### src/rtl/shl_pkg.sv
package shl_pkg;

    typedef struct packed {
        logic n;
        logic z;
        logic c;
        logic v;
    } nzcv_t;

    typedef enum logic [3:0] {
        CC_EQ = 4'h0, CC_NE = 4'h1, CC_CS = 4'h2, CC_CC = 4'h3,
        CC_MI = 4'h4, CC_PL = 4'h5, CC_VS = 4'h6, CC_VC = 4'h7,
        CC_HI = 4'h8, CC_LS = 4'h9, CC_GE = 4'hA, CC_LT = 4'hB,
        CC_GT = 4'hC, CC_LE = 4'hD, CC_AL = 4'hE, CC_NV = 4'hF
    } cc_e;

endpackage

### src/rtl/shl_barrel.sv
module shl_barrel #(
    parameter int DATA_W = 32,
    parameter int AMT_W  = 8
) (
    input  logic [DATA_W-1:0] src,
    input  logic [AMT_W-1:0]  amt,
    output logic [DATA_W-1:0] shifted,
    output logic              carry,
    output logic              amt_zero
);
    // Stage k shifts by 2**k; enough stages reach DATA_W itself
    localparam int STAGES = $clog2(DATA_W) + 1;
    localparam int EXT_W  = DATA_W + 1;

    logic [EXT_W-1:0] stage_v [STAGES+1];
    logic             over;

    assign stage_v[0] = {1'b0, src};

    for (genvar k = 0; k < STAGES; k++) begin : g_stage
        assign stage_v[k+1] = amt[k] ? (stage_v[k] << (1 << k)) : stage_v[k];
    end

    // Amounts beyond the operand width flush everything, carry included
    assign over     = (amt > AMT_W'(DATA_W));
    assign amt_zero = (amt == '0);
    assign shifted  = over ? '0 : stage_v[STAGES][DATA_W-1:0];
    assign carry    = over ? 1'b0 : stage_v[STAGES][DATA_W];

endmodule

### src/rtl/shl_cond_check.sv
module shl_cond_check
    import shl_pkg::*;
(
    input  logic [3:0] code,
    input  nzcv_t      fl,
    output logic       pass
);
    logic base;

    always_comb begin
        unique case (code[3:1])
            3'd0:    base = fl.z;
            3'd1:    base = fl.c;
            3'd2:    base = fl.n;
            3'd3:    base = fl.v;
            3'd4:    base = fl.c & ~fl.z;
            3'd5:    base = (fl.n == fl.v);
            3'd6:    base = ~fl.z & (fl.n == fl.v);
            default: base = 1'b1;
        endcase
        // Odd codes invert, except the top pair which both always pass
        pass = (code[3:1] == 3'b111) ? 1'b1 : (base ^ code[0]);
    end

endmodule

### src/rtl/shl_flag_unit.sv
module shl_flag_unit
    import shl_pkg::*;
#(
    parameter int DATA_W = 32,
    parameter int AMT_W  = 8
) (
    input  logic              clk,
    input  logic              rst,
    input  logic              in_valid,
    input  logic [DATA_W-1:0] opnd_a,
    input  logic [DATA_W-1:0] amt_reg,
    input  logic [3:0]        cond_code,
    input  logic              set_flags,
    input  logic [3:0]        flags_in,
    output logic [DATA_W-1:0] result_q,
    output logic              wr_en,
    output logic [3:0]        flags_out
);
    typedef struct packed {
        logic [DATA_W-1:0] res;
        logic              we;
        nzcv_t             fl;
    } state_t;

    state_t            st_d, st_q;
    nzcv_t             cur_fl;
    logic [AMT_W-1:0]  amt;
    logic [DATA_W-1:0] sh_res;
    logic              sh_carry, amt_zero, cond_ok;
    logic              unused_hi;

    assign cur_fl    = nzcv_t'(flags_in);
    assign amt       = amt_reg[AMT_W-1:0];
    assign unused_hi = ^amt_reg[DATA_W-1:AMT_W];

    shl_barrel #(.DATA_W(DATA_W), .AMT_W(AMT_W)) u_barrel (
        .src      (opnd_a),
        .amt      (amt),
        .shifted  (sh_res),
        .carry    (sh_carry),
        .amt_zero (amt_zero)
    );

    shl_cond_check u_cond (
        .code (cond_code),
        .fl   (cur_fl),
        .pass (cond_ok)
    );

    always_comb begin
        st_d    = st_q;
        st_d.we = 1'b0;
        if (in_valid) begin
            st_d.fl = cur_fl;
            if (cond_ok) begin
                st_d.we  = 1'b1;
                st_d.res = sh_res;
                if (set_flags) begin
                    st_d.fl.n = sh_res[DATA_W-1];
                    st_d.fl.z = (sh_res == '0);
                    st_d.fl.c = amt_zero ? cur_fl.c : sh_carry;
                end
            end
        end
    end

    always_ff @(posedge clk) begin
        if (rst) begin
            st_q <= '0;
        end else begin
            st_q <= st_d;
        end
    end

    assign result_q  = st_q.res;
    assign wr_en     = st_q.we;
    assign flags_out = st_q.fl;

    // no write without a strobe, and idle cycles hold state
    p_idle_hold_r1: assert property (@(posedge clk) disable iff (rst)
        !in_valid |=> (!wr_en && $stable(result_q) && $stable(flags_out)));

    // overflow flag always follows the incoming value
    p_v_kept_r8: assert property (@(posedge clk) disable iff (rst)
        in_valid |=> (flags_out[0] == $past(flags_in[0])));

    // N and Z track the written result
    p_nz_track_r7: assert property (@(posedge clk) disable iff (rst)
        (in_valid && cond_ok && set_flags) |=>
            (flags_out[3] == result_q[DATA_W-1] && flags_out[2] == (result_q == '0)));

    // failed condition leaves flags untouched and blocks the write
    p_fail_quiet_r11: assert property (@(posedge clk) disable iff (rst)
        (in_valid && !cond_ok) |=>
            (!wr_en && flags_out == $past(flags_in) && $stable(result_q)));

    // a zero amount never alters the carry
    p_zero_amt_c_r3: assert property (@(posedge clk) disable iff (rst)
        (in_valid && amt_zero) |=> (flags_out[1] == $past(flags_in[1])));

endmodule

### config.mk
export PLATFORM = sky130hd
export DESIGN_NAME = shl_flag_unit
export DESIGN_NICKNAME = d
export VERILOG_FILES = /design/src/rtl/shl_pkg.sv /design/src/rtl/shl_barrel.sv /design/src/rtl/shl_cond_check.sv /design/src/rtl/shl_flag_unit.sv
export SDC_FILE = /design/constraint.sdc
export NUM_CORES = 1
export LEC_CHECK = 0
export ABC_AREA = 1
export BUFFER_PORTS_ARGS = -buffer_cell sky130_fd_sc_hd__clkbuf_2
export CORE_ASPECT_RATIO = 1.2
export CORE_UTILIZATION = 40
export DETAILED_ROUTE_END_ITERATION = 10
export GPL_ROUTABILITY_DRIVEN = 0
export GPL_TIMING_DRIVEN = 0
export HOLD_SLACK_MARGIN = 0.15
export PLACE_DENSITY = 0.68
export SKIP_CTS_REPAIR_TIMING = 1
export SLEW_MARGIN = 20
export SYNTH_ARGS = -nofsm -noshare
export SYNTH_HDL_FRONTEND = slang
export SYNTH_HIERARCHICAL = 1
export SYNTH_SLANG_ARGS = --single-unit
### constraint.sdc
create_clock -name clk -period 1.6 [get_ports clk]
set_clock_uncertainty 0.1 [all_clocks]
set_input_delay 0.08 -clock clk [delete_from_list [all_inputs] [get_ports clk]]
set_output_delay 0.08 -clock clk [all_outputs]
set_load 0.02 [all_outputs]
==> results of run 1 <==
## registers in the layout, summed over array words and instances (netlist names)
signal	flops
wr_en	1
result_q	32
flags_out	4
## stage by stage
| step | cell area, um^2 | utilization, % |
|---|---|---|
| floorplan | 3430 | - |
| global placement | 4000 | 48.8 |
| detailed placement | 4000 | 48.8 |
| CTS | 4120 | 50.3 |
| global route | 4510 | 55.0 |
| finish | 4510 | 55.0 |
## critical path, stage by stage
cell      delay [ps]
buf_2            160
inv_1            100
buf_2            260
clkbuf_4         270
nand3_1          110
nand3_1          100
o21ai_0          120
nor2_1           120
nand3_1           90
nor2_1           110
nand3_1           90
a21oi_1          140
## layer usage
| metal | up-vias | global-route usage, % | part of all wire (%) |
|---|---|---|---|
| met5 | - | 0 | 0 |
| met3 | 51 | 2.06 | 7.8 |
| met4 | 0 | 12.7 | 5.0 |
| met1 | 2030 | 30.4 | 38 |
| li1 | 2193 | - | - |
| met2 | 271 | 47.6 | 49 |
## placed cells by master (no fill, tap or decap), types with 2 or more instances in the layout
master,synthesis,layout
buf_2,16,9
clkbuf_8,0,6
nand3_2,7,26
o21ai_2,7,12
nor2_2,6,5
clkbuf_16,0,3
buf_8,0,2
nand4_1,2,2
nand3_1,135,116
a21oi_2,1,3
nor2_1,75,75
inv_2,3,5
buf_4,5,8
a21oi_1,26,24
nand2_4,2,3
dlygate4sd3_1,0,6
buf_6,5,7
nand2_1,126,116
clkbuf_2,0,89
dfxtp_1,37,37
buf_12,3,4
inv_1,46,43
nor3_1,2,2
o21ai_1,14,13
or2_2,3,3
clkbuf_1,5,3
o21ai_0,48,44
nand2_2,7,16
o211ai_1,2,2
clkbuf_4,0,4
## power groups by stage
stage | clock [W] | combinational (W) | sequential (W)
final | 0.000842 | 0.00120 | 0.00104
after global routing | 0.000885 | 0.00132 | 0.00105
after CTS | 0.000853 | 0.00107 | 0.00104
after detailed placement | 0 | 0.00107 | 0.00106
after global placement | 0 | 0.00106 | 0.00106
after floorplan | 0 | 0.000642 | 0.00115
## cell families (layout without fill, tap and decap cells)
family                    count (synthesis)  after routing  synth area share [%]
buffers and inverters                    87            194                  13.3
DFF                                      37             37                  21.6
AOI/OAI and AO/OA                        99             99                  15.5
xor gates and xnor gates                  1              1                 0.256
and+or+nand+nor                         370            370                  49.0
muxes                                     1              1                 0.292
## path summary, 6_finish.rpt
path	startpoint	to	slack [ps]
worst max register to register	result_q[30]$_SDFFE_PP0P_	result_q[30]$_SDFFE_PP0P_	820
worst max-delay path	amt_reg[3]	flags_out[2]$_SDFFE_PP0P_	-20
worst min-delay path	flags_in[3]	flags_out[3]$_SDFFE_PP0P_	90
worst min register to register	flags_out[1]$_SDFFE_PP0P_	flags_out[1]$_SDFFE_PP0P_	370
## final cells by class
type                            count  share of cell area [%]
Clock buffer                        6                    1.83
Inverter                           50                    4.33
Buffer                             37                    7.14
Clock inverter                      2                   0.833
Sequential cell                    37                    16.4
Tap cell                          114                    3.17
Multi-Input combinational cell    471                    53.0
Timing Repair Buffer               99                    13.3
==> impl_metrics.toml, run 1 <==
[route]
avgViaCountPerCell = 5.57
wirelength_um = 12100
drtPass1Iterations = 5
vias = 4545
postRouteAntennaNets = 0
drc_errors = 0
post_drt_wl_per_cell_um = 14.8
initialDrtViolationCount = 353

[pwr]
seqPwrFrac_pct = 33.7
power_density_nw_per_um2 = 685
p_total_w = 0.00309
p_leak_nw = 2.20
swShare_pct = 36.7
clockPowerShare_pct = 27.3
intPower_w = 0.00195
max-vdd-ir-drop_mv = 0.368
comb_power_share_pct = 39.0
p_switching_w = 0.00113

[global_route]
grt_pass1_vias = 4003
grt_overflow = 0
track_usage_pct = 25.9
grt_pass1_wl_um = 18300
grt_max_degree = 13
grt_antenna_before_repair = 0

[cts]
htreeDepth = 2
clk_pin_slew_worst_paths_ps = 70
clock_path_buffers = 2
cts_made_buffers = 5
cts_tree = "built"
clock_latency_ps = 290
clock_sinks = 37
cts-root-buf = "clkbuf_8"

[yosys]
async_reset_ff_share_pct = 0
synth_cells = 595
ys.flop_type = "dfxtp_1"
ys_types = 34
ys_warn_count = 6
yosys_register_bits = 37
yosysMostFrequentCell = "nand3_1"
synthDominantCellAreaShare_pct = 21.6
post-synth-top-area-cell = "dfxtp_1"
synth.area.top_cells = "dfxtp_1 22%, nand3_1 20%, nand2_1 14%"
synth_edf_count = 0
synth_nets = 671
synth_area_per_cell_um2 = 5.76
synth_sequential_area_ratio_pct = 21.6
synthTopCellsByCount = "135 x nand3_1, 126 x nand2_1, 75 x nor2_1"
synthesis.area_um2 = 3430

[floorplan]
initial_core_util_pct = 41.8
row_count = 36
pin_count = 113
dieArea_um2 = 8950
fp.dieH_um = 103
die_w_um = 86.5
core_um2 = 8200

[finish]
syn_to_final_growth_pct = 31.4
antennaDiodeCount = 0
multi_input_area_um2 = 2390
final.fill_count = 889
drive_above_1_share_pct = 30.1
final_cells = 816
finalNetCount = 777
final-seq-area_um2 = 741

[placement]
pre_cts_ws_ps = -449
port_buffers = 85
dp.cells = 794
post-dp-hpwl_um = 9360

[worst_setup_path]
reg2regPathDepth = 2
crit_fanout = 10
end_kind = "flop"
criticalPathCategory = "input pin to flop"
cp.required_ps = 1730
cp.arrival_ps = 1750
crit_path_start_kind = "input pin"

[timing]
hold_ws_ps = 94.1
finalCritPeriodShare_pct = 101
period_minus_slack_ps = 1620
tightestPinTransition_ps = 468
max-slew-margin-rel_pct = 68.8
hold_violations = 0
setup_slack_ps = -21.3
rsz0062_at_grt = "true"
maxSlewViolCount = 0
setup_tns_ps = -21.3
max_freq_ghz = 0.617
finalSetupViolCount = 1

[outcome]
status = "complete, but fails checks"
violations = "setup timing"

[min_path]
hold_class = "input pin to flop"
whs_path_depth = 5

[flow_run]
drv_cap = 0
Power figures use the tool's default switching activity.
==> inputs of run 2 (changes only) <==
CAP_MARGIN = 0   (was default)
PLACE_DENSITY = 0.66   (was 0.68)
TNS_END_PERCENT = 50   (was default)
clock period = 2 ns   (was 1.6 ns; I/O delays follow)
==> run 2 against run 1 <==
Routed wire length decreased by 7.3%. Die area unchanged. Largest power group unchanged. Final cell count decreased by 0.98%. Critical path depth increased by 4. Via count decreased by 5.4%. The run now ends clean. Design area decreased by 7.6%. Sequential power decreased by 20%. Hold slack improved by 44 ps. Non-clock buffer count decreased by 8.
==> impl_metrics.toml, run 2 (synthesis gave the netlist of run 1 again) <==
[finish]
drive_above_1_share_pct = 23.1
final-seq-area_um2 = 741
multi_input_area_um2 = 2230
layout_common_cells = "135 x nand3_1, 126 x nand2_1, 85 x clkbuf_2, 75 x nor2_1, 48 x o21ai_0"
finalNetCount = 769
largest_register_ffs = 32
final.fill_count = 934
syn_to_final_growth_pct = 21.4
final_common_cell = "nand3_1"
antennaDiodeCount = 0

[worst_setup_path]
reg2reg_to = "result_q[1]$_SDFFE_PP0P_"
end_kind = "flop"
cp.required_ps = 2130
cp_cell_sequence = "buf_4, inv_2, buf_4, nand2_1, o21ai_2, nand2_1, nand2_1, o21ai_0, o21ai_1, inv_1, nand2_1, nor2_1, nand2_1, nor2_1, nand3_1, a21oi_1"
reg2regPathDepth = 2
crit_family = "simple AND/OR/NAND/NOR gates"
path_buf_inv = 4
cp.arrival_ps = 1870
crit_path_start_kind = "input pin"
crit_fanout = 10
cpPeakStageDelay_ps = 290
r2r_setup_slack_ps = 1230
slowest_stage = "o21ai_0"
path_common_cell = "nand2_1"
r2r_start = "result_q[1]$_SDFFE_PP0P_"
criticalPathCategory = "input pin to flop"

[timing]
hold_ws_ps = 138
finalCritPeriodShare_pct = 87.3
setup_tns_ps = 0
period_minus_slack_ps = 1750
rsz0062_at_grt = "false"
finalSetupViolCount = 0
max_freq_ghz = 0.573
tightestPinTransition_ps = 497
hold_violations = 0
maxSlewViolCount = 0
max-slew-margin-rel_pct = 66.9

[route]
drc_errors = 0
postRouteAntennaNets = 0
initialDrtViolationCount = 252
post_drt_wl_per_cell_um = 13.9
avgViaCountPerCell = 5.32
drtPass1Iterations = 5
wirelength_um = 11200
vias = 4300

[global_route]
grt_pass1_vias = 3878
track_usage_pct = 25.9
grt_max_degree = 13
grt_overflow = 0
grt_pass1_wl_um = 18200
grt_antenna_before_repair = 0

[min_path]
worstHoldStart = "flags_in[3]"
min_to = "flags_out[3]$_SDFFE_PP0P_"
whs_path_depth = 5
hold_class = "input pin to flop"

[cts]
cts-root-buf = "clkbuf_8"
clk_pin_slew_worst_paths_ps = 80
htreeDepth = 2
cts_tree = "built"
clock_path_buffers = 2
clock_sinks = 37
clock_latency_ps = 290
cts_made_buffers = 5

[floorplan]
pin_count = 113
dieArea_um2 = 8950
row_count = 36
core_um2 = 8200
die_w_um = 86.5
initial_core_util_pct = 41.8
fp.dieH_um = 103

[placement]
port_buffers = 85
post-dp-hpwl_um = 9390

[pwr]
p_leak_nw = 2.06
power_density_nw_per_um2 = 551
max-vdd-ir-drop_mv = 0.353

[flow_run]
drv_cap = 0

[outcome]
status = "finished, final reports clean"
## run 2: cell count changes in the layout (fill, tap and decap cells not counted), moves of 5 or more
cell / change
o21ai_2: -5
nand2_1: +10
buf_2: +7
nand3_1: +19
nand2_2: -9
nand3_2: -19
## run 2: area by class of cell
cell class / count / area share, %
multi-input combinational: 471 / 53.6
sequential: 37 / 17.8
timing repair buffer: 91 / 11.7
buffer: 37 / 6.34
inverter: 50 / 4.63
tap: 114 / 3.43
clock buffer: 7 / 2.32
clock inverter: 1 / 0.210
## run 2: worst max-delay path by stage
| stage | start | end | slack, ps | depth (start not counted) |
|---|---|---|---|---|
| after floorplan | amt_reg[0] | flags_out[2]$_SDFFE_PP0P_ | 360 | 16 |
| after global placement | amt_reg[0] | flags_out[2]$_SDFFE_PP0P_ | 10 | 16 |
| after detailed placement | amt_reg[0] | flags_out[2]$_SDFFE_PP0P_ | -9 | 16 |
| final | amt_reg[1] | flags_out[2]$_SDFFE_PP0P_ | 250 | 16 |
| after CTS | amt_reg[0] | flags_out[2]$_SDFFE_PP0P_ | 290 | 16 |
| after global routing | amt_reg[1] | flags_out[2]$_SDFFE_PP0P_ | 60 | 15 |
## run 2: stage by stage
step	setup slack (ps)	instances	power [W]	cell area, um^2	util [%]
floorplan	365	595	0.00143	3430	-
CTS	293	802	0.00229	4100	50.0
global route	58.5	808	0.00243	4160	50.8
global placement	14.1	794	0.00169	4000	48.7
detailed placement	-9.40	794	0.00170	4000	48.7
finish	255	808	0.00229	4160	50.8
## run 2: worst min-delay path, stage by stage
cell	delay [ps]
clkbuf_2	120
a21oi_1	70
o21ai_0	70
o211ai_1	80
inv_1	50
## run 2: metal layers
metal | up-vias | part of all wire (%) | wire (um) | track usage (%)
met5 | - | 0 | 0 | 0
met4 | 0 | 4.5 | 499 | 13.1
met3 | 42 | 5.8 | 650 | 2.38
met2 | 195 | 48 | 5350 | 47.1
met1 | 1898 | 42 | 4700 | 30.5
li1 | 2165 | - | - | -
## run 2: power breakdown
part | switching (W) | internal, W
logic | 0.000560 | 0.000312
registers | 0.0000325 | 0.000799
clock network | 0.000273 | 0.000318
total | 0.000865 | 0.00143
